--- src/rtl/rtc_spi_pkg.sv ---
package rtc_spi_pkg;
  localparam int ADDR_W = 7;
  localparam int DATA_W = 8;
  localparam logic [ADDR_W-1:0] CTRL_ADDR = 7'h0F;
  localparam logic [ADDR_W-1:0] STAT_ADDR = 7'h10;
  localparam logic [ADDR_W-1:0] HOLE_LO   = 7'h12;
  localparam logic [ADDR_W-1:0] HOLE_HI   = 7'h1F;
  localparam int WP_BIT = 6;
  localparam logic [DATA_W-1:0] CTRL_MASK = 8'hC7;
  localparam logic [DATA_W-1:0] STAT_MASK = 8'h03;

  typedef enum logic {PH_CMD, PH_DATA} phase_e;

  function automatic logic is_hole(input logic [ADDR_W-1:0] a);
    return (a >= HOLE_LO) && (a <= HOLE_HI);
  endfunction
endpackage

--- src/rtl/spi_in_sync.sv ---
module spi_in_sync #(
  parameter int STAGES = 2,
  parameter int N      = 3
) (
  input  logic         clk_i,
  input  logic         rst_ni,
  input  logic [N-1:0] async_i,
  output logic [N-1:0] sync_o
);
  for (genvar g = 0; g < N; g++) begin : g_bit
    logic [STAGES-1:0] q;
    always_ff @(posedge clk_i or negedge rst_ni) begin
      if (!rst_ni) q <= '0;
      else         q <= {q[STAGES-2:0], async_i[g]};
    end
    assign sync_o[g] = q[STAGES-1];
  end
endmodule

--- src/rtl/spi_byte_shifter.sv ---
module spi_byte_shifter
  import rtc_spi_pkg::*;
(
  input  logic              clk_i,
  input  logic              rst_ni,
  input  logic              cs_s_i,
  input  logic              sclk_s_i,
  input  logic              mosi_s_i,
  input  logic              load_i,
  input  logic [DATA_W-1:0] load_data_i,
  output logic              byte_done_o,
  output logic [DATA_W-1:0] rx_byte_o,
  output logic              miso_o
);
  localparam int CNT_W = $clog2(DATA_W);
  localparam logic [CNT_W-1:0] LAST = CNT_W'(DATA_W - 1);

  logic              sclk_q, rise, fall, done_q, miso_q;
  logic [CNT_W-1:0]  bit_cnt_q;
  logic [DATA_W-1:0] rx_sr_q, tx_sr_q;

  assign rise = sclk_s_i & ~sclk_q;
  assign fall = ~sclk_s_i & sclk_q;

  always_ff @(posedge clk_i or negedge rst_ni) begin
    if (!rst_ni) begin
      sclk_q    <= 1'b0;
      bit_cnt_q <= '0;
      rx_sr_q   <= '0;
      tx_sr_q   <= '0;
      miso_q    <= 1'b0;
      done_q    <= 1'b0;
    end else begin
      sclk_q <= sclk_s_i;
      done_q <= 1'b0;
      if (!cs_s_i) begin
        // deselect has priority over any edge seen in the same cycle
        bit_cnt_q <= '0;
        tx_sr_q   <= '0;
        miso_q    <= 1'b0;
      end else begin
        if (fall) begin
          rx_sr_q   <= {rx_sr_q[DATA_W-2:0], mosi_s_i};
          bit_cnt_q <= (bit_cnt_q == LAST) ? '0 : bit_cnt_q + 1'b1;
          if (bit_cnt_q == LAST) done_q <= 1'b1;
        end
        if (rise) begin
          miso_q  <= tx_sr_q[DATA_W-1];
          tx_sr_q <= {tx_sr_q[DATA_W-2:0], 1'b0};
        end
        if (load_i) tx_sr_q <= load_data_i;
      end
    end
  end

  assign byte_done_o = done_q;
  assign rx_byte_o   = rx_sr_q;
  assign miso_o      = miso_q;

  assert_idle_R8: assert property (@(posedge clk_i) disable iff (!rst_ni)
    !cs_s_i |=> (bit_cnt_q == '0) && !miso_o);
  assert_byte_len_R1: assert property (@(posedge clk_i) disable iff (!rst_ni)
    byte_done_o |-> bit_cnt_q == '0);
endmodule

--- src/rtl/spi_reg_access.sv ---
module spi_reg_access
  import rtc_spi_pkg::*;
#(
  parameter logic [DATA_W-1:0] CTRL_RESET = 8'h40
) (
  input  logic              clk_i,
  input  logic              rst_ni,
  input  logic              cs_s_i,
  input  logic              byte_done_i,
  input  logic [DATA_W-1:0] rx_byte_i,
  input  logic [DATA_W-1:0] reg_rdata_i,
  output logic              load_o,
  output logic [DATA_W-1:0] load_data_o,
  output logic              reg_wr_o,
  output logic              reg_rd_o,
  output logic [ADDR_W-1:0] reg_addr_o,
  output logic [DATA_W-1:0] reg_wdata_o,
  output logic [DATA_W-1:0] ctrl_o
);
  phase_e            phase_q;
  logic              is_wr_q;
  logic [ADDR_W-1:0] addr_q, rd_addr;
  logic [DATA_W-1:0] ctrl_q;
  logic              commit, cmd_done, data_done, rd_go, wr_go;

  assign commit    = byte_done_i & cs_s_i;
  assign cmd_done  = commit && (phase_q == PH_CMD);
  assign data_done = commit && (phase_q == PH_DATA);
  assign rd_addr   = cmd_done ? rx_byte_i[ADDR_W-1:0] : addr_q + 1'b1;
  assign rd_go     = (cmd_done && !rx_byte_i[DATA_W-1]) || (data_done && !is_wr_q);
  assign wr_go     = data_done && is_wr_q && !is_hole(addr_q) &&
                     (!ctrl_q[WP_BIT] || (addr_q == CTRL_ADDR));

  always_comb begin
    if (is_hole(rd_addr))            load_data_o = '0;
    else if (rd_addr == CTRL_ADDR)   load_data_o = ctrl_q;
    else if (rd_addr == STAT_ADDR)   load_data_o = reg_rdata_i & STAT_MASK;
    else                             load_data_o = reg_rdata_i;
  end

  assign load_o      = rd_go;
  assign reg_wr_o    = wr_go;
  assign reg_rd_o    = rd_go && !is_hole(rd_addr) && (rd_addr != CTRL_ADDR);
  assign reg_addr_o  = wr_go ? addr_q : rd_addr;
  assign reg_wdata_o = rx_byte_i;
  assign ctrl_o      = ctrl_q;

  always_ff @(posedge clk_i or negedge rst_ni) begin
    if (!rst_ni) begin
      phase_q <= PH_CMD;
      is_wr_q <= 1'b0;
      addr_q  <= '0;
      ctrl_q  <= CTRL_RESET & CTRL_MASK;
    end else begin
      if (!cs_s_i) begin
        phase_q <= PH_CMD;
      end else if (cmd_done) begin
        phase_q <= PH_DATA;
        is_wr_q <= rx_byte_i[DATA_W-1];
        addr_q  <= rx_byte_i[ADDR_W-1:0];
      end else if (data_done) begin
        addr_q  <= addr_q + 1'b1;
      end
      if (wr_go && (addr_q == CTRL_ADDR)) ctrl_q <= rx_byte_i & CTRL_MASK;
    end
  end

  assert_wp_block_R5: assert property (@(posedge clk_i) disable iff (!rst_ni)
    (reg_wr_o && ctrl_o[WP_BIT]) |-> reg_addr_o == CTRL_ADDR);
  assert_hole_no_wr_R7: assert property (@(posedge clk_i) disable iff (!rst_ni)
    reg_wr_o |-> !is_hole(reg_addr_o));
  assert_ctrl_hold_R6: assert property (@(posedge clk_i) disable iff (!rst_ni)
    !(reg_wr_o && reg_addr_o == CTRL_ADDR) |=> $stable(ctrl_o));
  assert_addr_step_R3: assert property (@(posedge clk_i) disable iff (!rst_ni)
    data_done |=> addr_q == $past(addr_q) + 1'b1);
  assert_strobe_excl_R10: assert property (@(posedge clk_i) disable iff (!rst_ni)
    $onehot0({reg_wr_o, reg_rd_o}));
endmodule

--- src/rtl/rtc_spi_regif.sv ---
module rtc_spi_regif
  import rtc_spi_pkg::*;
#(
  parameter int                SYNC_STAGES = 2,
  parameter logic [DATA_W-1:0] CTRL_RESET  = 8'h40
) (
  input  logic              clk_i,
  input  logic              rst_ni,
  input  logic              sclk_i,
  input  logic              cs_i,
  input  logic              mosi_i,
  output logic              miso_o,
  output logic              reg_wr_o,
  output logic              reg_rd_o,
  output logic [ADDR_W-1:0] reg_addr_o,
  output logic [DATA_W-1:0] reg_wdata_o,
  input  logic [DATA_W-1:0] reg_rdata_i,
  output logic [DATA_W-1:0] ctrl_o
);
  logic [2:0]        sync_v;
  logic              byte_done, load;
  logic [DATA_W-1:0] rx_byte, load_data;

  spi_in_sync #(.STAGES(SYNC_STAGES), .N(3)) u_sync (
    .clk_i   (clk_i),
    .rst_ni  (rst_ni),
    .async_i ({cs_i, sclk_i, mosi_i}),
    .sync_o  (sync_v)
  );

  spi_byte_shifter u_shift (
    .clk_i       (clk_i),
    .rst_ni      (rst_ni),
    .cs_s_i      (sync_v[2]),
    .sclk_s_i    (sync_v[1]),
    .mosi_s_i    (sync_v[0]),
    .load_i      (load),
    .load_data_i (load_data),
    .byte_done_o (byte_done),
    .rx_byte_o   (rx_byte),
    .miso_o      (miso_o)
  );

  spi_reg_access #(.CTRL_RESET(CTRL_RESET)) u_acc (
    .clk_i       (clk_i),
    .rst_ni      (rst_ni),
    .cs_s_i      (sync_v[2]),
    .byte_done_i (byte_done),
    .rx_byte_i   (rx_byte),
    .reg_rdata_i (reg_rdata_i),
    .load_o      (load),
    .load_data_o (load_data),
    .reg_wr_o    (reg_wr_o),
    .reg_rd_o    (reg_rd_o),
    .reg_addr_o  (reg_addr_o),
    .reg_wdata_o (reg_wdata_o),
    .ctrl_o      (ctrl_o)
  );
endmodule

--- config.mk ---
export PLATFORM = sky130hd
export DESIGN_NAME = rtc_spi_regif
export DESIGN_NICKNAME = d
export VERILOG_FILES = /design/src/rtl/rtc_spi_pkg.sv /design/src/rtl/spi_in_sync.sv /design/src/rtl/spi_byte_shifter.sv /design/src/rtl/spi_reg_access.sv /design/src/rtl/rtc_spi_regif.sv
export SDC_FILE = /design/constraint.sdc
export NUM_CORES = 1
export LEC_CHECK = 0
export BUFFER_PORTS_ARGS = -buffer_cell sky130_fd_sc_hd__buf_4
export CORE_MARGIN = 3
export CORE_UTILIZATION = 25
export DETAILED_ROUTE_END_ITERATION = 12
export PLACE_DENSITY = 0.47
export SLEW_MARGIN = 5
export SYNTH_ARGS = -nofsm -noshare
export SYNTH_HDL_FRONTEND = slang
export SYNTH_SLANG_ARGS = --single-unit
--- constraint.sdc ---
create_clock -name clk_i -period 2.56 [get_ports clk_i]
set_input_delay 0.512 -clock clk_i [delete_from_list [all_inputs] [get_ports clk_i]]
set_output_delay 0.512 -clock clk_i [all_outputs]
set_load 0.03 [all_outputs]
[After elaboration in Yosys (flattened, before gate mapping)]
Cells that the tools add are included.
Storage, ports and cells
  register bits after elaboration: 42
  bits in latches: 0
  RAM bits: 0
  ROM bits: 0
  input bits: 13
  output and inout port bits: 26
  word-level logic and storage cells: 77
  memories kept: 0
Operators by class
  add/subtract/negate cells: 2
  multiply operators: 0
  div/mod/pow operators: 0
  magnitude comparators: 4
  equal/unequal tests: 9
  shift-type cells: 0
  mux-type cells: 20
  bitwise logic cells: 6
  reductions and logical operators: 23
Operators by type and width (number)
  8-bit 2-to-1 mux: 6
  7-bit 2-to-1 mux: 4
  7-bit by 4-bit == test with 1-bit output (second input constant): 2
  7-bit by 5-bit greater-or-equal comparator with 1-bit output (second input constant): 2
  7-bit by 5-bit less-or-equal comparator with 1-bit output (second input constant): 2
  1-bit logical AND: 12
  3-bit 2-to-1 mux: 3
  7-bit by 1-bit adder with 7-bit output (second input constant): 1
  7-bit by 5-bit == test with 1-bit output (second input constant): 1
  1-bit 2-to-1 mux: 7
  7-bit by 4-bit != test with 1-bit output (second input constant): 1
  2-bit by 1-bit != test with 1-bit output (second input constant): 3
  2-bit AND reduction: 3
  1-bit zero test: 5
  3-bit by 1-bit adder with 3-bit output (second input constant): 1
  1-bit AND: 3
  3-bit == test (second input constant): 1
  3-bit by 1-bit != test with 1-bit output (second input constant): 1
  1-bit inverter: 3
  1-bit logical OR: 2
  2-bit nonzero test: 1

[Longest topological paths before layout]
Gate-level depths: netlist of run 1.
  depth in word-level cells: 9
  depth in mapped cells: 8
  gate-level depth less buffers: 8

[Modules after synthesis]
Synthesis of run 1 repeated with hierarchy kept, for this count alone.
Second synthesis, totals
  cells, all modules: 224
  area, all modules: 2436.1 µm²
Modules (own cells, without submodules)
  spi_reg_access: times used 1, cells each 142, area each 1237.4 µm², sequential area each 351.6 µm²
  spi_byte_shifter: times used 1, cells each 73, area each 1026.0 µm², sequential area each 550.5 µm²
  spi_in_sync: times used 1, cells each 9, area each 172.7 µm², sequential area each 150.1 µm²

[Least setup slack after synthesis of run 1]
Ideal clock, no wire load.
  path kind: register -> output
  start point: reg u_acc.addr_q[1]
  end point: out reg_addr_o[0]
  arrival: 2158 ps
  required time: 2048 ps
  slack: -110 ps
  cell stages (with the launch flop): 8
  path buffers: 0
  path through: dfrtp_1 -> ha_1 -> nand3_2 -> or4_4 -> a21oi_2 -> nand2_4 -> and3_1 -> a21oi_1
Between the ends
  cells in the longest elaborated chain, start to end: 6
  elaborated cells on any way between the ends: 9
  those cells by class: 2 x order compare; 1 x eq/ne; 1 x mux; 5 x reduce/logical
Ends and longest elaborated chain
  from (decl): RTL line spi_reg_access.sv:22  | logic [ADDR_W-1:0] addr_q, rd_addr;
  from (signal assigned): RTL line spi_reg_access.sv:60  | addr_q <= rx_byte_i[ADDR_W-1:0];
  from (signal assigned): RTL line spi_reg_access.sv:62  | addr_q <= addr_q + 1'b1;
  7-bit by 5-bit greater-or-equal comparator with 1-bit output or 7-bit by 5-bit less-or-equal comparator with 1-bit output (tied branches): RTL line rtc_spi_pkg.sv:15  | return (a >= HOLE_LO) && (a <= HOLE_HI);
  1-bit logical AND: RTL line rtc_spi_pkg.sv:15
  1-bit zero test: RTL line spi_reg_access.sv:31  | assign wr_go = data_done && is_wr_q && !is_hole(addr_q) &&
  1-bit logical AND: RTL line spi_reg_access.sv:31
  1-bit logical AND (*): RTL line spi_reg_access.sv:31
  7-bit 2-to-1 mux (*): RTL line spi_reg_access.sv:44  | assign reg_addr_o = wr_go ? addr_q : rd_addr;
  to (decl): RTL line rtc_spi_regif.sv:15  | output logic [ADDR_W-1:0] reg_addr_o,
Mark *: on every way between the ends. The rest lies on a longest branch, timed or not.

[Final worst setup path of run 1]
  start point: reg u_acc.addr_q[1]
  end point: out reg_addr_o[1]
Between the ends
  cells in the longest elaborated chain, start to end: 6
  elaborated cells on any way between the ends: 11
  those cells by class: 1 x add/sub; 2 x order compare; 1 x eq/ne; 2 x mux; 5 x reduce/logical
Ends and longest elaborated chain (RTL line)
  7-bit by 5-bit greater-or-equal comparator with 1-bit output or 7-bit by 5-bit less-or-equal comparator with 1-bit output (tied branches): rtc_spi_pkg.sv:15
  1-bit logical AND: rtc_spi_pkg.sv:15
  1-bit zero test: spi_reg_access.sv:31
  1-bit logical AND (2 in a row): spi_reg_access.sv:31
  7-bit 2-to-1 mux (*): spi_reg_access.sv:44
Marks and branches as above.

==> summary.md, run 1 <==
| Metric | Value |
|---|---|
| Status | `finished, violations left` |
| Failing checks | `setup timing` |
| IO buf count | `35` |
| Worst r2r src | `u_acc.addr_q[1]$_DFFE_PN0P_` |
| Clk buf depth | `2` |
| CORE AREA | `9280 sq um` |
| DRT iter0 DRCs | `57` |
| Routed Antenna Nets | `0` |
| # fillers | `959` |
| WS Path Type | `register to primary output` |
| Setup crit end kind | `primary output` |
| Max Cap Viol | `0` |
| Gr usage total | `0.114` |
| Gp weighted congestion | `0.789` |
| Number of global-route vias before repair | `1,900` |
| Via count | `1,946` |
| Crit start category | `register` |
| Worst path required time | `2.05 ns` |
| Fin area | `3240 sq um` |
| Worst reg2reg path depth | `9` |
| TritonCTS clock tree | `yes` |
| Post-synth top area share | `0.429` |
| Async SR Flop Fraction | `1.00` |
| Max Clk Rate | `377 MHz` |
| Per-cell routed wire length | `14.6 um` |
| Area grow syn2layout | `35.4%` |
| Data arrival, critical path | `2.14 ns` |
| Static Leakage | `1.50 nW` |
| Final std cells w/o fill | `421` |
| Ports | `39` |
| Syn. warnings | `0` |
| Avg Inst Size Synth | `10.4 sq um` |
| Main synth FF type | `dfrtp_1` |
| Post-Place Setup Slack | `0.0917 ns` |
| Die Ht | `104 um` |
| Final Hold Viols | `0` |
| Internal | `0.00106 W` |
| Multi-input logic area | `1370 sq um` |
| Clock Tree Root | `clkbuf_8` |
| Clock Latency Late Sink | `0.29 ns` |
| Sw power | `0.000525 W` |
| CP endpoint | `reg_addr_o[1]` |
| Tcrit/Tclk final | `1.04` |
| Peak VDD IR | `0.434 mV` |
| CTS Buf Count | `5` |
| #FFs+latches synth | `42` |
| Reg2reg setup slack | `0.19 ns` |
| # setup viols final | `7` |
| Clock Power Share | `0.260` |
| Slew Limit Fails | `0` |
| Cell variety after synth | `53` |
| Cells after synthesis | `229` |
| Detailed Place HPWL | `4390 um` |
| Post-synth EDFFs | `0` |
| Antenna violations before repair | `0` |
| First-pass GRT wire length | `9980 um` |
| H-tree Lvls | `2` |
| Clk sinks | `42` |
| Post-Place Cells | `401` |
| Overflow after GRT | `0` |
| Largest net degree at the start of global routing | `43` |
| Comb power frac | `0.234` |
| Layout Skew | `0.00555 ns` |
| Slowest library cell on the worst path | `or4_4` |
| Die X | `104 um` |
| Reg clk slew, reported paths | `0.08 ns` |
| Post-synth top area cell | `dfrtp_1` |
| Worst-path cell chain | `ha_4 > nand3_2 > or4_4 > a21oi_4 > buf_4 > nand2_4 > o211ai_1 > nand2_1 > buf_4` |
| Crit path launch | `u_acc.addr_q[1]$_DFFE_PN0P_` |
| Seq/Total Area, Yosys | `0.440` |
| N_diodes | `0` |
| Most used cell, CP | `buf_4` |
| Setup WS post-layout | `-0.0952 ns` |
| Via density | `4.62` |
| Drt drc | `0` |
| Initial Util | `0.258` |
| Leading post-synthesis cells by cell area | `dfrtp_1, mux2_2, mux2i_1` |
| Fin crit period | `2.66 ns` |
| Synthesized area | `2390 sq um` |
| DR pass1 iterations | `4` |
| # nets final | `309` |
| Fraction of layout cells with a size suffix above 1 | `0.438` |
| Worst Max-Slew Pin Slew | `0.556 ns` |
| Num rows | `35` |
| CP peak stage delay | `0.45 ns` |
| Routed WL | `6150 um` |
| Relative slew slack | `0.629` |
| Synth cell count leaders | `dfrtp_1, nand2_1, mux2_2, mux2i_1, a21oi_1` |
| Die ar. | `10,800 sq um` |
| Most common cell in the netlist | `dfrtp_1` |
| RSZ-0062 raised after global routing | `yes` |
| Worst min path class | `input pin to async pin` |
| Placed Area | `2910 sq um` |
| Power per cell area | `489 nW/um^2` |
| Crit Path Max Fanout | `5` |
| Sw Share | `0.331` |
| Seq. cell area | `1060 sq um` |
| Reg2Reg Capture Point | `u_shift.tx_sr_q[3]$_DFFE_PN0P_` |
| Power share of the sequential group | `0.505` |
-- what timing repair did --
item | 4_1_cts | 5_1_grt
resized for setup | 27 | 11
cloned | 1 | 0
hold buffers | 0 | 0
pin swaps | 7 | 4
buffers inserted | 10 | 3
endpoints found under the setup margin | 9 | 9
hold endpoints to repair | 0 | 0
-- layer usage --
metal | part of all wire | vias to the layer above | track usage
met4 | 0.0029 | 0 | 0.0256
met5 | 0 | - | 0
met3 | 0.028 | 2 | 0.0237
met1 | 0.49 | 953 | 0.161
li1 | - | 960 | -
met2 | 0.48 | 31 | 0.179
-- area by class of cell --
| type | count | area share |
|---|---|---|
| clock buffers | 5 | 0.0212 |
| clock inverters | 2 | 0.00309 |
| inverters | 3 | 0.00502 |
| multi-input cells | 171 | 0.423 |
| flip-flops and latches | 42 | 0.326 |
| well taps | 129 | 0.0498 |
| repair buffers | 69 | 0.172 |
-- logic make-up after synthesis --
group           synth area share
simple gates               0.174
mux                        0.138
buf+inv                   0.0486
other cells              0.00157
compound gates             0.163
flops                      0.440
fa+ha+maj                 0.0209
xor+xnor                  0.0146
-- through the flow --
step                      total power [W]   util  hold WS (ns)  TNS, ns
after floorplan                  0.000996      -         0.216        0
after global placement            0.00118  0.313         0.334        0
after detailed placement          0.00119  0.313         0.336        0
after CTS                         0.00161  0.342         0.222   -0.536
after global routing              0.00167  0.349         0.244    -1.15
final                             0.00158  0.349         0.187   -0.451
-- placed cells by master, fill, tap and decap left out, types with 2 or more instances in the layout --
| master | count |
|---|---|
| nand2_1 | 21 |
| a21oi_1 | 6 |
| conb_1 | 3 |
| clkbuf_8 | 5 |
| buf_6 | 7 |
| dfrtp_2 | 4 |
| mux2_4 | 6 |
| o2bb2ai_1 | 3 |
| o211ai_1 | 6 |
| clkinv_2 | 2 |
| a31oi_1 | 5 |
| and3_1 | 3 |
| or4_4 | 2 |
| dfrtp_1 | 37 |
| nand2_2 | 3 |
| buf_4 | 61 |
| a221o_1 | 2 |
| a21oi_2 | 4 |
| o21ai_1 | 4 |
| o22a_1 | 2 |
| nand4_1 | 2 |
| nor2b_1 | 9 |
| a32o_1 | 3 |
| and3_4 | 3 |
| nor3_1 | 2 |
| nand2_4 | 3 |
| nor3b_1 | 2 |
| mux2_2 | 11 |
| nand3_1 | 7 |
| a22oi_1 | 4 |
| mux2i_1 | 12 |
| ha_1 | 3 |
| o21ai_0 | 5 |
| a21oi_4 | 3 |
| o21ai_2 | 2 |
| nor2_1 | 10 |
-- critical path, delay by kind of cell, from the launching register on --
family,cells,cell delay (ns)
flip-flops,1,0.42
AO/OA/AOI/OAI,2,0.30
buffers and inverters,2,0.32
adder cells (fa/ha/maj),1,0.15
AND/OR/NAND/NOR,4,0.67
-- registers in the layout, summed over array words and instances (netlist names) --
signal and flops:
u_acc.phase_q 1, u_shift.sclk_q 1, u_acc.ctrl_o 5, u_sync.g_bit.q 6
u_shift.bit_cnt_q 3, u_shift.tx_sr_q 8, u_shift.byte_done_o 1, u_shift.rx_byte_o 8
u_acc.is_wr_q 1, u_acc.addr_q 7, u_shift.miso_o 1
-- worst min-delay path by stage --
stage                                           to  cells past startpoint
floorplan              u_acc.addr_q[0]$_DFFE_PN0P_                      0
global placement    u_sync.g_bit[0].q[1]$_DFF_PN0_                      0
detailed placement  u_sync.g_bit[2].q[1]$_DFF_PN0_                      0
CTS                    u_acc.addr_q[5]$_DFFE_PN0P_                      1
global route           u_acc.addr_q[5]$_DFFE_PN0P_                      1
finish                 u_acc.addr_q[5]$_DFFE_PN0P_                      1
-- power groups by stage --
stage | sequential [W] | combinational (W) | clock, W
2_1_floorplan | 0.000897 | 0.0000989 | 0
3_3_place_gp | 0.000811 | 0.000374 | 0
3_5_place_dp | 0.000812 | 0.000377 | 0
4_1_cts | 0.000799 | 0.000378 | 0.000431
5_1_grt | 0.000811 | 0.000400 | 0.000457
6_report | 0.000801 | 0.000371 | 0.000413
No activity file was read; power rests on OpenSTA's default activity.
==> run 2: changes to the inputs <==
--- a/config.mk
+++ b/config.mk
@@ -14,3 +14,4 @@
 export SYNTH_ARGS = -nofsm -noshare
 export SYNTH_HDL_FRONTEND = slang
 export SYNTH_SLANG_ARGS = --single-unit
+export TNS_END_PERCENT = 1
==> constraint.sdc (replaced) <==
create_clock -name clk_i -period 3.3 [get_ports clk_i]
set_input_delay 0.66 -clock clk_i [delete_from_list [all_inputs] [get_ports clk_i]]
set_output_delay 0.66 -clock clk_i [all_outputs]
set_load 0.03 [all_outputs]
==> summary.md, run 2 (same netlist as run 1, synthesis figures left out) <==
| Metric | Value |
|---|---|
| Power per cell area | `453 nW/um^2` |
| Commonest non-fill, non-tap cell in the layout | `buf_4` |
| WHS | `0.342 ns` |
| Die X | `104 um` |
| Worst r2r src | `u_acc.addr_q[0]$_DFFE_PN0P_` |
| # setup viols final | `0` |
| DR pass1 iterations | `4` |
| Worst path required time | `2.64 ns` |
| Met2 WL | `2750 um` |
| Worst min path class | `input pin to async pin` |
| WS Path Type | `register to primary output` |
| H-tree Lvls | `2` |
| Final std cells w/o fill | `393` |
| Worst reg2reg path depth | `7` |
| Reg2Reg Capture Point | `u_shift.tx_sr_q[1]$_DFFE_PN0P_` |
| Final Hold Viols | `0` |
| Crit start category | `register` |
| Clk sinks | `42` |
| Routed Antenna Nets | `0` |
| Largest net degree at the start of global routing | `43` |
| Num rows | `35` |
| First-pass GRT wire length | `9540 um` |
| DRT iter0 DRCs | `84` |
| RSZ-0062 raised after global routing | `no` |
| Routed WL | `5840 um` |
| Die ar. | `10,800 sq um` |
| Initial Util | `0.258` |
| Metal-1 WL | `2830 um` |
| Tcrit/Tclk final | `0.946` |
| Per-cell routed wire length | `14.9 um` |
| Via density | `4.66` |
| Clock Tree Root | `clkbuf_8` |
| Detailed Place HPWL | `4300 um` |
| Area grow syn2layout | `20.6%` |
| Post-Place Cells | `385` |
| N_diodes | `0` |
| Crit Path Max Fanout | `10` |
| Overflow after GRT | `0` |
| Reg clk slew, reported paths | `0.09 ns` |
| Max Clk Rate | `320 MHz` |
| Setup crit end kind | `primary output` |
| Relative slew slack | `0.537` |
| # nets final | `280` |
| Slew Limit Fails | `0` |
| Status | `finished, final reports clean` |
| Fin crit period | `3.12 ns` |
| Number of global-route vias before repair | `1,819` |
| Die Ht | `104 um` |
| Antenna violations before repair | `0` |
| Static Leakage | `1.33 nW` |
| Setup tns final | `0 ns` |
| Gr usage total | `0.109` |
| Commonest non-fill, non-tap cells in the layout | `buf_4, dfrtp_1, nand2_1` |
| Reg2reg setup slack | `0.96 ns` |
| CORE AREA | `9280 sq um` |
| IO buf count | `35` |
| Ports | `39` |
| Clock Latency Late Sink | `0.30 ns` |
| Layout Skew | `0.00844 ns` |
| Drt drc | `0` |
| Gp weighted congestion | `0.806` |
| CTS Buf Count | `5` |
| Final Util | `0.311` |
| TritonCTS clock tree | `yes` |
| Peak VDD IR | `0.297 mV` |
| Via count | `1,830` |
| Max Cap Viol | `0` |
| Data arrival, critical path | `2.46 ns` |
| Clk buf depth | `2` |
| WL met3 | `184 um` |
| Worst Max-Slew Pin Slew | `0.693 ns` |
| Max Used Layer | `met4` |
| Fraction of layout cells with a size suffix above 1 | `0.299` |
-- run 2: cell types whose count changed in the layout (fill, tap and decap cells not counted), sizes merged --
cell	change
buf	-28
bufinv	+1
clkinv	-1
inv	+1
nand2	-1
-- run 2: through the flow --
step           worst slack (ns)  area [sq um]  total power [W]
2_1_floorplan             0.482          2400         0.000772
5_1_grt                  0.0415          2890          0.00137
3_3_place_gp              0.498          2770         0.000905
6_report                  0.178          2890          0.00131
4_1_cts                   0.128          2880          0.00133
3_5_place_dp              0.470          2770         0.000905
-- run 2: area by class of cell --
class / instances / area, sq um
Timing Repair Buffer: 41 / 308
Inverter: 3 / 16.3
Clock buffer: 5 / 68.8
Multi-Input combinational cell: 170 / 1230
Clock inverter: 3 / 43.8
Tap cell: 129 / 161
Fill cell: 1009 / 6400
Sequential cell: 42 / 1050
-- run 2: report_power, final --
part           switching (W)  internal [W]
registers          0.0000869      0.000558
clock network       0.000192      0.000227
logic               0.000140      0.000104
total               0.000418      0.000889
-- run 2: worst max path at each step --
stage,startpoint,end,slack [ns],cells after the start
floorplan,u_acc.addr_q[1]$_DFFE_PN0P_,reg_addr_o[0],0.48,7
global placement,u_acc.addr_q[1]$_DFFE_PN0P_,reg_addr_o[0],0.50,8
detailed placement,u_acc.addr_q[0]$_DFFE_PN0P_,reg_addr_o[0],0.47,8
CTS,u_acc.addr_q[0]$_DFFE_PN0P_,reg_addr_o[0],0.13,8
global route,u_acc.addr_q[1]$_DFFE_PN0P_,reg_addr_o[0],0.04,8
finish,u_acc.addr_q[1]$_DFFE_PN0P_,reg_addr_o[0],0.18,8
-- run 2: what timing repair did --
| action | CTS | global route |
|---|---|---|
| gates resized for setup | 0 | 2 |
| setup buffers | 0 | 0 |
| hold buffers | 0 | 0 |
| setup endpoints to repair | 0 | 1 |
-- run 2: critical path, cell delays in order (launching register included) --
cell,delay [ns]
dfrtp_1,0.48
ha_2,0.28
nand3_2,0.09
or4_4,0.44
a21oi_2,0.19
nand2_4,0.13
and3_1,0.20
a21oi_1,0.16
buf_4,0.19
-- run 2: layer usage --
| layer | vias up | GRT usage |
|---|---|---|
| met1 | 897 | 0.151 |
| li1 | 897 | - |
| met2 | 31 | 0.165 |
| met4 | 0 | 0.0408 |
| met5 | - | 0 |
| met3 | 5 | 0.0249 |
